--- src/rtl/alu_pkg.sv ---
package alu_pkg;

  typedef enum logic [4:0] {
    OP_ADD  = 5'd0,
    OP_ADDU = 5'd1,
    OP_SUB  = 5'd2,
    OP_SUBU = 5'd3,
    OP_AND  = 5'd4,
    OP_OR   = 5'd5,
    OP_XOR  = 5'd6,
    OP_NOR  = 5'd7,
    OP_SLT  = 5'd8,
    OP_SLTU = 5'd9,
    OP_SLL  = 5'd10,
    OP_SRL  = 5'd11,
    OP_SRA  = 5'd12,
    OP_SLLV = 5'd13,
    OP_SRLV = 5'd14,
    OP_SRAV = 5'd15,
    OP_LUI  = 5'd16
  } aluOp_e;

  typedef enum logic [2:0] {
    RES_ZERO  = 3'd0,
    RES_ADD   = 3'd1,
    RES_LOGIC = 3'd2,
    RES_SLT   = 3'd3,
    RES_SHIFT = 3'd4,
    RES_UPPER = 3'd5
  } resSel_e;

  typedef enum logic [1:0] {
    LG_AND = 2'd0,
    LG_OR  = 2'd1,
    LG_XOR = 2'd2,
    LG_NOR = 2'd3
  } logicOp_e;

  typedef struct packed {
    resSel_e  resSel;
    logic     subtract;
    logic     trapEn;
    logic     immSignExt;
    logic     useImm;
    logic     shiftLeft;
    logic     shiftArith;
    logic     shiftVar;
    logic     cmpUnsigned;
    logicOp_e logicOp;
  } aluCtrl_t;

endpackage

--- src/rtl/alu_ctrl.sv ---
module alu_ctrl
  import alu_pkg::*;
#(
  parameter int OP_W = 5
) (
  input  logic [OP_W-1:0] opCode,
  input  logic            immSel,
  output aluCtrl_t        ctrl
);

  always_comb begin
    ctrl = '0;
    ctrl.resSel = RES_ZERO;
    ctrl.logicOp = LG_AND;
    case (opCode)
      OP_ADD: begin
        ctrl.resSel = RES_ADD; ctrl.trapEn = 1'b1;
        ctrl.immSignExt = 1'b1; ctrl.useImm = immSel;
      end
      OP_ADDU: begin
        ctrl.resSel = RES_ADD;
        ctrl.immSignExt = 1'b1; ctrl.useImm = immSel;
      end
      OP_SUB: begin
        ctrl.resSel = RES_ADD; ctrl.subtract = 1'b1; ctrl.trapEn = 1'b1;
        ctrl.immSignExt = 1'b1; ctrl.useImm = immSel;
      end
      OP_SUBU: begin
        ctrl.resSel = RES_ADD; ctrl.subtract = 1'b1;
        ctrl.immSignExt = 1'b1; ctrl.useImm = immSel;
      end
      OP_AND: begin ctrl.resSel = RES_LOGIC; ctrl.logicOp = LG_AND; ctrl.useImm = immSel; end
      OP_OR:  begin ctrl.resSel = RES_LOGIC; ctrl.logicOp = LG_OR;  ctrl.useImm = immSel; end
      OP_XOR: begin ctrl.resSel = RES_LOGIC; ctrl.logicOp = LG_XOR; ctrl.useImm = immSel; end
      OP_NOR: begin ctrl.resSel = RES_LOGIC; ctrl.logicOp = LG_NOR; ctrl.useImm = immSel; end
      OP_SLT: begin
        ctrl.resSel = RES_SLT; ctrl.subtract = 1'b1;
        ctrl.immSignExt = 1'b1; ctrl.useImm = immSel;
      end
      OP_SLTU: begin
        ctrl.resSel = RES_SLT; ctrl.subtract = 1'b1; ctrl.cmpUnsigned = 1'b1;
        ctrl.immSignExt = 1'b1; ctrl.useImm = immSel;
      end
      OP_SLL:  begin ctrl.resSel = RES_SHIFT; ctrl.shiftLeft = 1'b1; end
      OP_SRL:  begin ctrl.resSel = RES_SHIFT; end
      OP_SRA:  begin ctrl.resSel = RES_SHIFT; ctrl.shiftArith = 1'b1; end
      OP_SLLV: begin ctrl.resSel = RES_SHIFT; ctrl.shiftLeft = 1'b1; ctrl.shiftVar = 1'b1; end
      OP_SRLV: begin ctrl.resSel = RES_SHIFT; ctrl.shiftVar = 1'b1; end
      OP_SRAV: begin ctrl.resSel = RES_SHIFT; ctrl.shiftArith = 1'b1; ctrl.shiftVar = 1'b1; end
      OP_LUI:  begin ctrl.resSel = RES_UPPER; end
      default: begin ctrl.resSel = RES_ZERO; end
    endcase
  end

endmodule

--- src/rtl/alu_datapath.sv ---
module alu_datapath
  import alu_pkg::*;
#(
  parameter int WIDTH   = 32,
  parameter int IMM_W   = 16,
  parameter int SHAMT_W = $clog2(WIDTH)
) (
  input  logic [WIDTH-1:0]   opA,
  input  logic [WIDTH-1:0]   opB,
  input  logic [IMM_W-1:0]   imm,
  input  logic [SHAMT_W-1:0] shamt,
  input  aluCtrl_t           ctrl,
  output logic [WIDTH-1:0]   result,
  output logic               overflowTrap
);

  localparam int MSB   = WIDTH - 1;
  localparam int EXT_W = WIDTH - IMM_W;

  // second operand selection with per-class immediate extension
  logic [WIDTH-1:0] immExt;
  logic [WIDTH-1:0] operandB;

  always_comb begin
    if (ctrl.immSignExt) immExt = {{EXT_W{imm[IMM_W-1]}}, imm};
    else                 immExt = {{EXT_W{1'b0}}, imm};
    operandB = ctrl.useImm ? immExt : opB;
  end

  // shared adder: A + B or A + ~B + 1
  logic [WIDTH-1:0] addendB;
  logic [WIDTH:0]   sumFull;
  logic [WIDTH-1:0] sum;
  logic             carryOut;
  logic             ovfRaw;
  logic             lessSigned;
  logic             lessUnsigned;

  always_comb begin
    addendB      = ctrl.subtract ? ~operandB : operandB;
    sumFull      = {1'b0, opA} + {1'b0, addendB} + {{WIDTH{1'b0}}, ctrl.subtract};
    sum          = sumFull[WIDTH-1:0];
    carryOut     = sumFull[WIDTH];
    ovfRaw       = (opA[MSB] == addendB[MSB]) && (sum[MSB] != opA[MSB]);
    lessSigned   = sum[MSB] ^ ovfRaw;
    lessUnsigned = ~carryOut;
  end

  // bitwise unit
  logic [WIDTH-1:0] logicRes;
  always_comb begin
    case (ctrl.logicOp)
      LG_AND:  logicRes = opA & operandB;
      LG_OR:   logicRes = opA | operandB;
      LG_XOR:  logicRes = opA ^ operandB;
      default: logicRes = ~(opA | operandB);
    endcase
  end

  // logarithmic shifter: right shifts only, left shift by bit reversal
  logic [SHAMT_W-1:0] shCount;
  logic [WIDTH-1:0]   shIn;
  logic               fillBit;
  logic [WIDTH-1:0]   stage [0:SHAMT_W];
  logic [WIDTH-1:0]   shOut;

  always_comb begin
    shCount = ctrl.shiftVar ? opB[SHAMT_W-1:0] : shamt;
    fillBit = ctrl.shiftArith & opA[MSB];
    for (int k = 0; k < WIDTH; k++) begin
      shIn[k] = ctrl.shiftLeft ? opA[MSB-k] : opA[k];
    end
  end

  assign stage[0] = shIn;

  genvar g;
  generate
    for (g = 0; g < SHAMT_W; g++) begin : gShiftStage
      localparam int STEP = 1 << g;
      if (STEP < WIDTH) begin : gPartial
        assign stage[g+1] = shCount[g]
          ? {{STEP{fillBit}}, stage[g][WIDTH-1:STEP]}
          : stage[g];
      end else begin : gFull
        assign stage[g+1] = shCount[g] ? {WIDTH{fillBit}} : stage[g];
      end
    end
  endgenerate

  always_comb begin
    for (int k = 0; k < WIDTH; k++) begin
      shOut[k] = ctrl.shiftLeft ? stage[SHAMT_W][MSB-k] : stage[SHAMT_W][k];
    end
  end

  // result selection
  always_comb begin
    case (ctrl.resSel)
      RES_ADD:   result = sum;
      RES_LOGIC: result = logicRes;
      RES_SLT:   result = {{(WIDTH-1){1'b0}},
                           (ctrl.cmpUnsigned ? lessUnsigned : lessSigned)};
      RES_SHIFT: result = shOut;
      RES_UPPER: result = {imm, {EXT_W{1'b0}}};
      default:   result = '0;
    endcase
    overflowTrap = ctrl.trapEn & ovfRaw & (ctrl.resSel == RES_ADD);
  end

endmodule

--- src/rtl/alu_core.sv ---
module alu_core
  import alu_pkg::*;
#(
  parameter int WIDTH   = 32,
  parameter int IMM_W   = 16,
  parameter int OP_W    = 5,
  parameter int SHAMT_W = $clog2(WIDTH)
) (
  input  logic [WIDTH-1:0]   opA,
  input  logic [WIDTH-1:0]   opB,
  input  logic [IMM_W-1:0]   imm,
  input  logic               immSel,
  input  logic [SHAMT_W-1:0] shamt,
  input  logic [OP_W-1:0]    opCode,
  output logic [WIDTH-1:0]   result,
  output logic               overflowTrap
);

  aluCtrl_t ctrl;

  alu_ctrl #(.OP_W(OP_W)) u_ctrl (
    .opCode (opCode),
    .immSel (immSel),
    .ctrl   (ctrl)
  );

  alu_datapath #(
    .WIDTH   (WIDTH),
    .IMM_W   (IMM_W),
    .SHAMT_W (SHAMT_W)
  ) u_dp (
    .opA          (opA),
    .opB          (opB),
    .imm          (imm),
    .shamt        (shamt),
    .ctrl         (ctrl),
    .result       (result),
    .overflowTrap (overflowTrap)
  );

endmodule

--- config.mk ---
export PLATFORM = sky130hd
export DESIGN_NAME = alu_core
export DESIGN_NICKNAME = d
export VERILOG_FILES = /design/src/rtl/alu_pkg.sv /design/src/rtl/alu_ctrl.sv /design/src/rtl/alu_datapath.sv /design/src/rtl/alu_core.sv
export SDC_FILE = /design/constraint.sdc
export NUM_CORES = 1
export LEC_CHECK = 0
export ABC_AREA = 1
export BUFFER_PORTS_ARGS = -buffer_cell sky130_fd_sc_hd__buf_2
export CAP_MARGIN = 40
export CORE_ASPECT_RATIO = 1.25
export CORE_MARGIN = 10
export CORE_UTILIZATION = 40
export DETAILED_ROUTE_END_ITERATION = 8
export SLEW_MARGIN = 0
export SYNTH_ARGS = -nofsm -noshare
export SYNTH_HDL_FRONTEND = slang
export SYNTH_SLANG_ARGS = --single-unit
--- constraint.sdc ---
create_clock -name vclk -period 5.64
set_input_delay 0.564 -clock vclk [all_inputs]
set_output_delay 0.564 -clock vclk [all_outputs]
set_load 0.02 [all_outputs]
# Yosys cells after proc, flatten, opt, wreduce, memory -nomap -nowiden
# Cells that the tools add are included.
[word_totals] reg_bits=0 out_inout_bits=33 wordCells=137
[op_classes] add_sub_neg=2 n_eq_ne=25 mux=86 bitwise=10 reduce_logical=14
[op_table] cell="$mux 32" n=8
[op_table] cell="$pmux 32 s5" n=1
[op_table] cell="$pmux 32 s3" n=1
[op_table] cell="$mux 1" n=73
[op_table] cell="$not 32->32" n=2
[op_table] cell="$eq 5x4->1 const B" n=8
[op_table] cell="$add 32x32->33" n=1
[op_table] cell="$add 33x1->33" n=1
[op_table] cell="$and 32x32->32" n=1
[op_table] cell="$or 32x32->32" n=1
[op_table] cell="$xor 32x32->32" n=1
[op_table] cell="$eq 5x3->1 const B" n=4
[op_table] cell="$pmux 3 s5" n=1
[op_table] cell="$reduce_or 4->1" n=3
[op_table] cell="$reduce_or 6->1" n=2
[op_table] cell="$eq 5x2->1 const B" n=2
[op_table] cell="$reduce_or 10->1" n=1
[op_table] cell="$reduce_or 2->1" n=4
[op_table] cell="$eq 3x2->1 const B" n=2
[op_table] cell="$eq 3x3->1 const B" n=2
[op_table] cell="$pmux 2 s3" n=1
[op_table] cell="$eq 5x1->1 const B" n=1
[op_table] cell="$eq 5x5->1 const B" n=1
[op_table] cell="$logic_not 5->1" n=1
[op_table] cell="other kinds (12)" n=14

# Longest topological paths before layout
# Gate-level depths: netlist (run 1).
[logic_depth] word_depth=14 depth_mapped=27 depth_no_buf=26

# By module
# From an unflattened synthesis (run 1), not the netlist that was laid out.
[unflattened] cells_unflattened=1476 hier_area_um2=7743.7
[by_module_without_submodules] mod="alu_datapath" n_inst=1 cells_per_inst=1441 area_per_inst_um2=7584.8
[by_module_without_submodules] mod="alu_ctrl" n_inst=1 cells_per_inst=35 area_per_inst_um2=158.9

# Worst setup path before layout (run 1)
# No wires, ideal clock.
[synth_timing] path_type="input port to output port" startpoint="input opCode[3]" endpoint="output overflowTrap" arrival_ps=3646 t_required_ps=5076 setup_slack_ps=1430 stages=23 path_buffers=2 cell_sequence="inv_1 -> nor2_4 -> nand2_1 -> nand3_2 -> nand2_2 -> clkbuf_1 -> clkbuf_1 -> o21ai_0 -> xor2_1 -> ha_1 -> a21oi_1 -> inv_1 -> a31oi_1 -> o21ai_0 -> a211oi_1 -> nand2_1 -> nand2_1 -> nand2_1 -> nand2_2 -> nand2_1 -> nand2_1 -> nand2_1 -> nor2_1"
[synth_between] elab_chain_cells=13
[synth_rtl] item="start, declared" line_no="alu_core.sv:14" text="input logic [OP_W-1:0] opCode,"
[synth_rtl] item="$eq 5x1->1, or another cell as far along" line_no="alu_ctrl.sv:15" text="case (opCode)"
[synth_rtl] item="$reduce_or 6->1 (no source line)"
[synth_rtl] item="$mux 1" line_no="alu_ctrl.sv:15"
[synth_rtl] item="$mux 32" line_no="alu_datapath.sv:25" text="if (ctrl.immSignExt) immExt = {{EXT_W{imm[IMM_W-1]}}, imm};"
[synth_rtl] item="$mux 32" line_no="alu_datapath.sv:27" text="operandB = ctrl.useImm ? immExt : opB;"
[synth_rtl] item="$not 32->32" line_no="alu_datapath.sv:40" text="addendB = ctrl.subtract ? ~operandB : operandB;"
[synth_rtl] item="$mux 32" line_no="alu_datapath.sv:40"
[synth_rtl] item="$add 32x32->33" line_no="alu_datapath.sv:41" text="sumFull = {1'b0, opA} + {1'b0, addendB} + {{WIDTH{1'b0}}, ctrl.subtract};"
[synth_rtl] item="$add 33x1->33" line_no="alu_datapath.sv:41"
[synth_rtl] item="$ne 1x1->1" line_no="alu_datapath.sv:44" text="ovfRaw = (opA[MSB] == addendB[MSB]) && (sum[MSB] != opA[MSB]);"
[synth_rtl] item="$logic_and 1x1->1" line_no="alu_datapath.sv:44"
[synth_rtl] item="$and 1x1->1" line_no="alu_datapath.sv:108" text="overflowTrap = ctrl.trapEn & ovfRaw & (ctrl.resSel == RES_ADD);"
[synth_rtl] item="$and 1x1->1 *" line_no="alu_datapath.sv:108"
[synth_rtl] item="end, declared" line_no="alu_core.sv:16" text="output logic overflowTrap"
# Mark *: on every way between the ends. The rest lies on a longest branch, timed or not.

# Worst setup path after layout (run 1)
[layout_timing] startpoint="input opCode[2]" endpoint="output result[28]"
[layout_between] elab_chain_cells=11
[layout_rtl] item="branches (longest 10 deep; another with $add 32x32->33)"
[layout_rtl] item="$pmux 32 s5 *" line_no="alu_datapath.sv:99" text="case (ctrl.resSel)"
[layout_rtl] item="end, declared" line_no="alu_core.sv:15" text="output logic [WIDTH-1:0] result,"
# Every way passes the cells marked *.

==> summary.md, run 1 <==
| Metric | Value |
|---|---|
| Endpoints failing setup | `0` |
| Post-synthesis sequential area ratio | `0` |
| Vias per inst | `5.92` |
| Metal-1 WL | `15400 um` |
| Yosys top cell by area | `nand3_1` |
| Via count | `10.4k` |
| P&R area growth vs syn | `9.69%` |
| RD Place Congestion | `1.12` |
| Post-CTS setup buffers | `0` |
| Yosys warns | `0` |
| Peak VDD IR | `0.0000548 V` |
| Initial Util | `0.410` |
| Row count | `56` |
| Metal3 WL | `2390 um` |
| Fin area | `8500 um2` |
| Register area | `0 um2` |
| CP Launch Point | `opCode[2]` |
| Die ar. | `25400 um2` |
| Post-DP HPWL | `33000 um` |
| Vias in the first global route | `9907` |
| Fin Setup TNS | `0 ns` |
| Count of final hold-check violations | `0` |
| Tmin final | `5.23 ns` |
| Post-Place Setup Slack | `0.495 ns` |
| Ports | `124` |
| Commonest non-fill, non-tap cells in the layout | `375 x nand2_1, 291 x nand3_1, 165 x inv_1, 124 x buf_2` |
| Residual DRC | `0` |
| Mean Syn Cell Area | `5.32 um2` |
| Hold Buf Count CTS | `0` |
| IO buf count | `124` |
| Period utilization | `0.927` |
| Synth cell types | `45` |
| Remaining global-route overflow | `0` |
| Setup crit end | `result[28]` |
| Ranking of synthesized cells by area | `nand3_1 19%, nand2_1 18%, ha_1 16%, inv_1 8.0%, a21oi_1 6.3%` |
| DR WL/cell | `22.2 um` |
| CP Max Fanout | `26` |
| Core box area | `18900 um2` |
| Antenna viol nets, final | `0` |
| All-layer global routing usage | `0.299` |
| Unrepaired setup endpoints after global routing | `no` |
| Top-area cell type share of the netlist area | `0.188` |
| Status | `completed` |
| Dpl cell area | `8500 um2` |
| Post-synthesis cell area | `7750 um2` |
| Commonest non-fill, non-tap cell in the layout | `nand2_1` |
| Initial DRT Pass Iterations | `6` |
| Power per standard cell area | `131 nW/um2` |
| Syn_nets | `1647` |
| Seq cells | `0` |
| Share of cells above drive strength 1 | `0.121` |
| Worst-Margin Slew | `0.935 ns` |
| Pins Over Slew Limit | `0` |
| Nets | `1723` |
| Rel. slew slack | `0.377` |
| Initial antenna violation count | `0` |
| Fmax | `191 MHz` |
| WL met2 | `18700 um` |
| WS Path Type | `primary input to primary output` |
| DR iter-0 viols | `1005` |
| Type of origin of the critical path | `primary input` |
| Die Y | `176 um` |
| Antenna diodes | `0` |
| Critical Path Sink Type | `primary output` |
| CLK BUF | `0` |
| DRT Wirelength | `39100 um` |
| Top sig layer | `met4` |
| Mapped Cells | `1457` |
| First-pass GRT wire length | `58500 um` |
| Worst Path Required | `5.08 ns` |
| Number of max-cap violations | `0` |
| Crit path DAT | `4.66 ns` |
| Die width | `144 um` |
| Post-CTS sizing | `0` |
| Largest net degree at the start of global routing | `61` |
| Worst hold path type | `primary input to primary output` |
| Pleak | `4.57 nW` |
| Fin worst setup slack | `0.413 ns` |
## area by class of cell
class	count	area (um2)
fill	2241	10400
inverter	174	656
multi-input combinational	1212	6750
tap	232	290
timing repair buffer	145	798
## cell families (layout without fill, tap and decap cells)
kind of cell | Yosys count | in the layout | synth area share
buf+inv | 245 | 319 | 0.130
fa+ha+maj | 99 | 99 | 0.161
compound gates | 303 | 303 | 0.236
simple gates | 778 | 778 | 0.438
xor+xnor | 32 | 32 | 0.0362
## power by group
part | internal [mW] | switching (mW) | total [mW]
clock network | 0 | 0 | 0
registers | 0 | 0 | 0
logic | 0.342 | 0.769 | 1.11
## cells in the mapped netlist (11+ instances only)
cell         n
buf_2       14
clkbuf_1    36
a221oi_1    19
o2111ai_1   11
ha_1        98
a21oi_1     98
o211ai_1    32
inv_1      165
xor2_1      31
o21ai_1     16
nand2_1    375
nand3_1    291
o21ai_0     96
nor2_1      76
## how the worst min path moves through the flow
stage	slack, ns	from	depth (start not counted)	endpoint
floorplan	1.32	opCode[0]	3	overflowTrap
CTS	1.52	imm[4]	4	result[20]
global route	1.55	imm[4]	4	result[20]
global placement	1.52	imm[4]	4	result[20]
detailed placement	1.52	imm[4]	4	result[20]
finish	1.52	imm[4]	4	result[20]
## layer usage
metal	GRT usage	up-vias
li1	-	5086
met1	0.355	4753
met2	0.512	488
met3	0.0265	106
met4	0.166	0
met5	0	-
## through the flow
| step | cells | hold WS [ns] | util | power [mW] |
|---|---|---|---|---|
| 2_1_floorplan | 1457 | 1.32 | - | 0.732 |
| 3_3_place_gp | 1762 | 1.52 | 0.448 | 1.09 |
| 3_5_place_dp | 1763 | 1.52 | 0.449 | 1.09 |
| 4_1_cts | 1763 | 1.52 | 0.449 | 1.09 |
| 5_1_grt | 1763 | 1.55 | 0.449 | 1.22 |
| 6_report | 1763 | 1.52 | 0.449 | 1.11 |
## critical path: stages
cell,delay [ns]
buf_2,0.15
nor2_1,0.18
nand2_2,0.26
nand3_2,0.19
nand2_2,0.13
buf_4,0.26
o21ai_0,0.37
xor2_1,0.13
ha_1,0.37
nand3_1,0.09
nand2_1,0.11
a21oi_1,0.10
o21bai_1,0.29
nand2_1,0.08
nand2_1,0.16
inv_1,0.08
o21ai_0,0.31
nand4_1,0.16
a21oi_1,0.17
nor2_1,0.06
nor2_1,0.21
nand2_1,0.08
buf_2,0.16
Note: power is estimated with default switching activity, not from simulation.
==> run 2: changes to the inputs <==
--- a/config.mk
+++ b/config.mk
@@ -5,7 +5,6 @@
 export SDC_FILE = /design/constraint.sdc
 export NUM_CORES = 1
 export LEC_CHECK = 0
-export ABC_AREA = 1
 export BUFFER_PORTS_ARGS = -buffer_cell sky130_fd_sc_hd__buf_2
 export CAP_MARGIN = 40
 export CORE_ASPECT_RATIO = 1.25
==> run 2 against run 1 <==
Net effect:
- die area is 9.1% higher
- cell count is 9.0% lower
- sequential share of layout area stayed put
- worst hold slack better by 0.14 ns
- critical endpoint is now result[30]
- largest cell class unchanged
- largest power group unchanged
==> summary.md, run 2 <==
| Metric | Value |
|---|---|
| Critical Path Sink Type | `primary output` |
| Fin Setup TNS | `0 ns (unchanged)` |
| Commonest non-fill, non-tap cells in the layout | `122 x buf_2, 116 x mux2i_1, 114 x a21oi_1, 98 x ha_1, 88 x inv_1` |
| Nets | `1523 (-12%)` |
| All-layer global routing usage | `0.292 (-0.00637)` |
| FILL cells | `2232 (-0.40%)` |
| Core box area | `21000 um2 (+11%)` |
| Antenna diodes | `0 (unchanged)` |
| Vias in the first global route | `10.2k (+2.5%)` |
| Antenna viol nets, final | `0 (unchanged)` |
| Largest net degree at the start of global routing | `67 (+9.8%)` |
| Crit path DAT | `4.86 ns (+0.20 ns)` |
| Fin worst setup slack | `0.211 ns (-0.201 ns)` |
| Top-area cell type share of the netlist area | `0.143 (-0.0447)` |
| Pins Over Slew Limit | `0 (unchanged)` |
| Unrepaired setup endpoints after global routing | `no` |
| Die Y | `184 um (+4.5%)` |
| Seq pwr share | `0 (unchanged)` |
| IO buf count | `124 (unchanged)` |
| Initial antenna violation count | `0 (unchanged)` |
| Internal power | `0.492 mW (+44%)` |
| Yosys top cell by area | `ha_1` |
| Finished Layout Cells | `1605 (-9.0%)` |
| Fmax | `184 MHz (-3.7%)` |
| Power per standard cell area | `141 nW/um2 (+7.5%)` |
| Post-CTS setup buffers | `0 (unchanged)` |
| Tmin final | `5.43 ns (+0.201 ns)` |
| Pleak | `4.45 nW (-2.7%)` |
| Number of max-cap violations | `0 (unchanged)` |
| Multi-input gate area | `7710 um2 (+14%)` |
| Ranking of synthesized cells by area | `ha_1 14%, mux2i_1 14%, a21oi_1 6.7%, a211oi_1 5.2%, o21ai_0 4.7%` |
| Psw | `0.860 mW (+12%)` |
| Rel. slew slack | `0.333 (-0.0437)` |
| Vias per inst | `6.67 (+13%)` |
| Worst hold path type | `primary input to primary output` |
| Switch share | `0.636 (-0.0559)` |
| Initial Util | `0.408 (-0.00137)` |
| Synth cell types | `80 (+78%)` |
| Worst Path Required | `5.08 ns (about the same)` |
| Post-Place Setup Slack | `0.206 ns (-0.289 ns)` |
| Commonest non-fill, non-tap cell in the layout | `buf_2` |
| DRT Wirelength | `42500 um (+8.7%)` |
| Die ar. | `27700 um2 (+9.1%)` |
| Period utilization | `0.963 (+0.0357)` |
| Share of cells above drive strength 1 | `0.184 (+0.0626)` |
| P&R area growth vs syn | `12.4%` |
| Endpoints failing setup | `0 (unchanged)` |
| Die width | `151 um (+4.4%)` |
| Via count | `10.7k (+2.7%)` |
| Hold Crit Depth | `4 (unchanged)` |
| RD Place Congestion | `1.06 (-4.8%)` |
| Worst-Margin Slew | `0.995 ns (+0.0596 ns)` |
| First-pass GRT wire length | `63200 um (+8.1%)` |
| Top post-synthesis cells by count | `117 x mux2i_1, 114 x a21oi_1, 98 x ha_1, 88 x inv_1, 81 x o21ai_0` |
| Worst path max stage delay | `0.46 ns (+0.09 ns)` |
| Most frequent cell after synthesis | `mux2i_1` |
| Count of final hold-check violations | `0 (unchanged)` |
| Status | `completed` |
| WS Path Type | `primary input to primary output` |
| Ports | `124 (unchanged)` |
| CP Max Fanout | `14 (-46%)` |
| Post-CTS sizing | `0 (unchanged)` |
| Most used cell, CP | `buf_4` |
| Initial DRT Pass Iterations | `7 (+1)` |
| Comb power frac | `1.000 (about the same)` |
| Post-DP HPWL | `34900 um (+6.0%)` |
| DR WL/cell | `26.5 um (+19%)` |
| Remaining global-route overflow | `0 (unchanged)` |
| Slowest stage cell on the critical path | `o311ai_0` |
| Clock power frac | `0 (unchanged)` |
| Cells after DPL | `1605 (-9.0%)` |
| Post-synthesis sequential area ratio | `0 (unchanged)` |
| Mean Syn Cell Area | `6.95 um2 (+31%)` |
| CLK BUF | `0 (unchanged)` |
| Syn_nets | `1422 (-14%)` |
| Seq cells | `0 (unchanged)` |
| Hold Buf Count CTS | `0 (unchanged)` |
| Post-synthesis cell area | `8560 um2 (+10%)` |
| Worst-path cell chain | `buf_4 -> o21a_1 -> nor3_2 -> buf_4 -> buf_4 -> mux2i_1 -> xnor2_1 -> ha_1 -> nand4_1 -> a211oi_1 -> o21ai_0 -> a21oi_1 -> a21oi_1 -> o311ai_0 -> a31oi_1 -> mux2i_1 -> a211o_1 -> buf_2` |
| Register area | `0 um2 (unchanged)` |
| Row count | `59 (+5.4%)` |
| DR iter-0 viols | `1251 (+24%)` |
| Mapped Cells | `1232 (-15%)` |
| Yosys warns | `0 (unchanged)` |
| Peak VDD IR | `0.0000772 V (+41%)` |
| Residual DRC | `0 (unchanged)` |
| Type of origin of the critical path | `primary input` |
## run 2: cell types whose count changed in the layout (fill, tap and decap cells not counted), sizes merged, moves of 18 or more
cell,change
o211ai,-18
a21o,+20
a211oi,+61
o32ai,+26
buf,+57
nand3,-263
inv,-82
mux2i,+117
xor2,-21
o21ai,-35
xnor2,+43
o22ai,+37
nand2,-311
## run 2: power by group through the flow
stage | combinational [mW] | clock (mW) | sequential, mW
2_1_floorplan | 0.869 | 0 | 0
5_1_grt | 1.45 | 0 | 0
4_1_cts | 1.32 | 0 | 0
6_report | 1.35 | 0 | 0
3_5_place_dp | 1.31 | 0 | 0
3_3_place_gp | 1.31 | 0 | 0
## run 2: routing by layer
metal	vias to the layer above	share of wire	global-route usage
met5	-	0	0
met4	0	0.070	0.165
met3	137	0.086	0.0414
met2	596	0.46	0.489
met1	5087	0.38	0.348
li1	4892	-	-
## run 2: critical path: cells and delay by family
kind / cells / cell delay, ns
compound gates: 8 / 2.06
buf+inv: 4 / 0.81
mux: 2 / 0.52
fa+ha+maj: 1 / 0.43
simple gates: 2 / 0.35
xor+xnor: 1 / 0.11
## run 2: path summary, 6_finish.rpt
kind,from,end,slack (ns)
setup / recovery,opCode[1],result[30],0.21
hold / removal,imm[13],result[29],1.66
## run 2: cells by family after synthesis
kind of cell,Yosys count,share of synthesized area
compound gates,493,0.394
xor+xnor,54,0.0553
mux,125,0.147
fa+ha+maj,99,0.146
buf+inv,192,0.103
simple gates,269,0.155
## run 2: cell type report
cell class | count | area share
Multi-Input combinational cell | 1040 | 0.801
Timing Repair Buffer | 202 | 0.128
Tap cell | 274 | 0.0356
Inverter | 89 | 0.0347
## run 2: stage by stage
| stage | hold slack (ns) | instance area [um2] | power [mW] | utilization |
|---|---|---|---|---|
| floorplan | 1.36 | 8560 | 0.869 | - |
| global placement | 1.64 | 9620 | 1.31 | 0.459 |
| detailed placement | 1.64 | 9620 | 1.31 | 0.459 |
| CTS | 1.65 | 9620 | 1.32 | 0.459 |
| global route | 1.65 | 9620 | 1.45 | 0.459 |
| finish | 1.66 | 9620 | 1.35 | 0.459 |
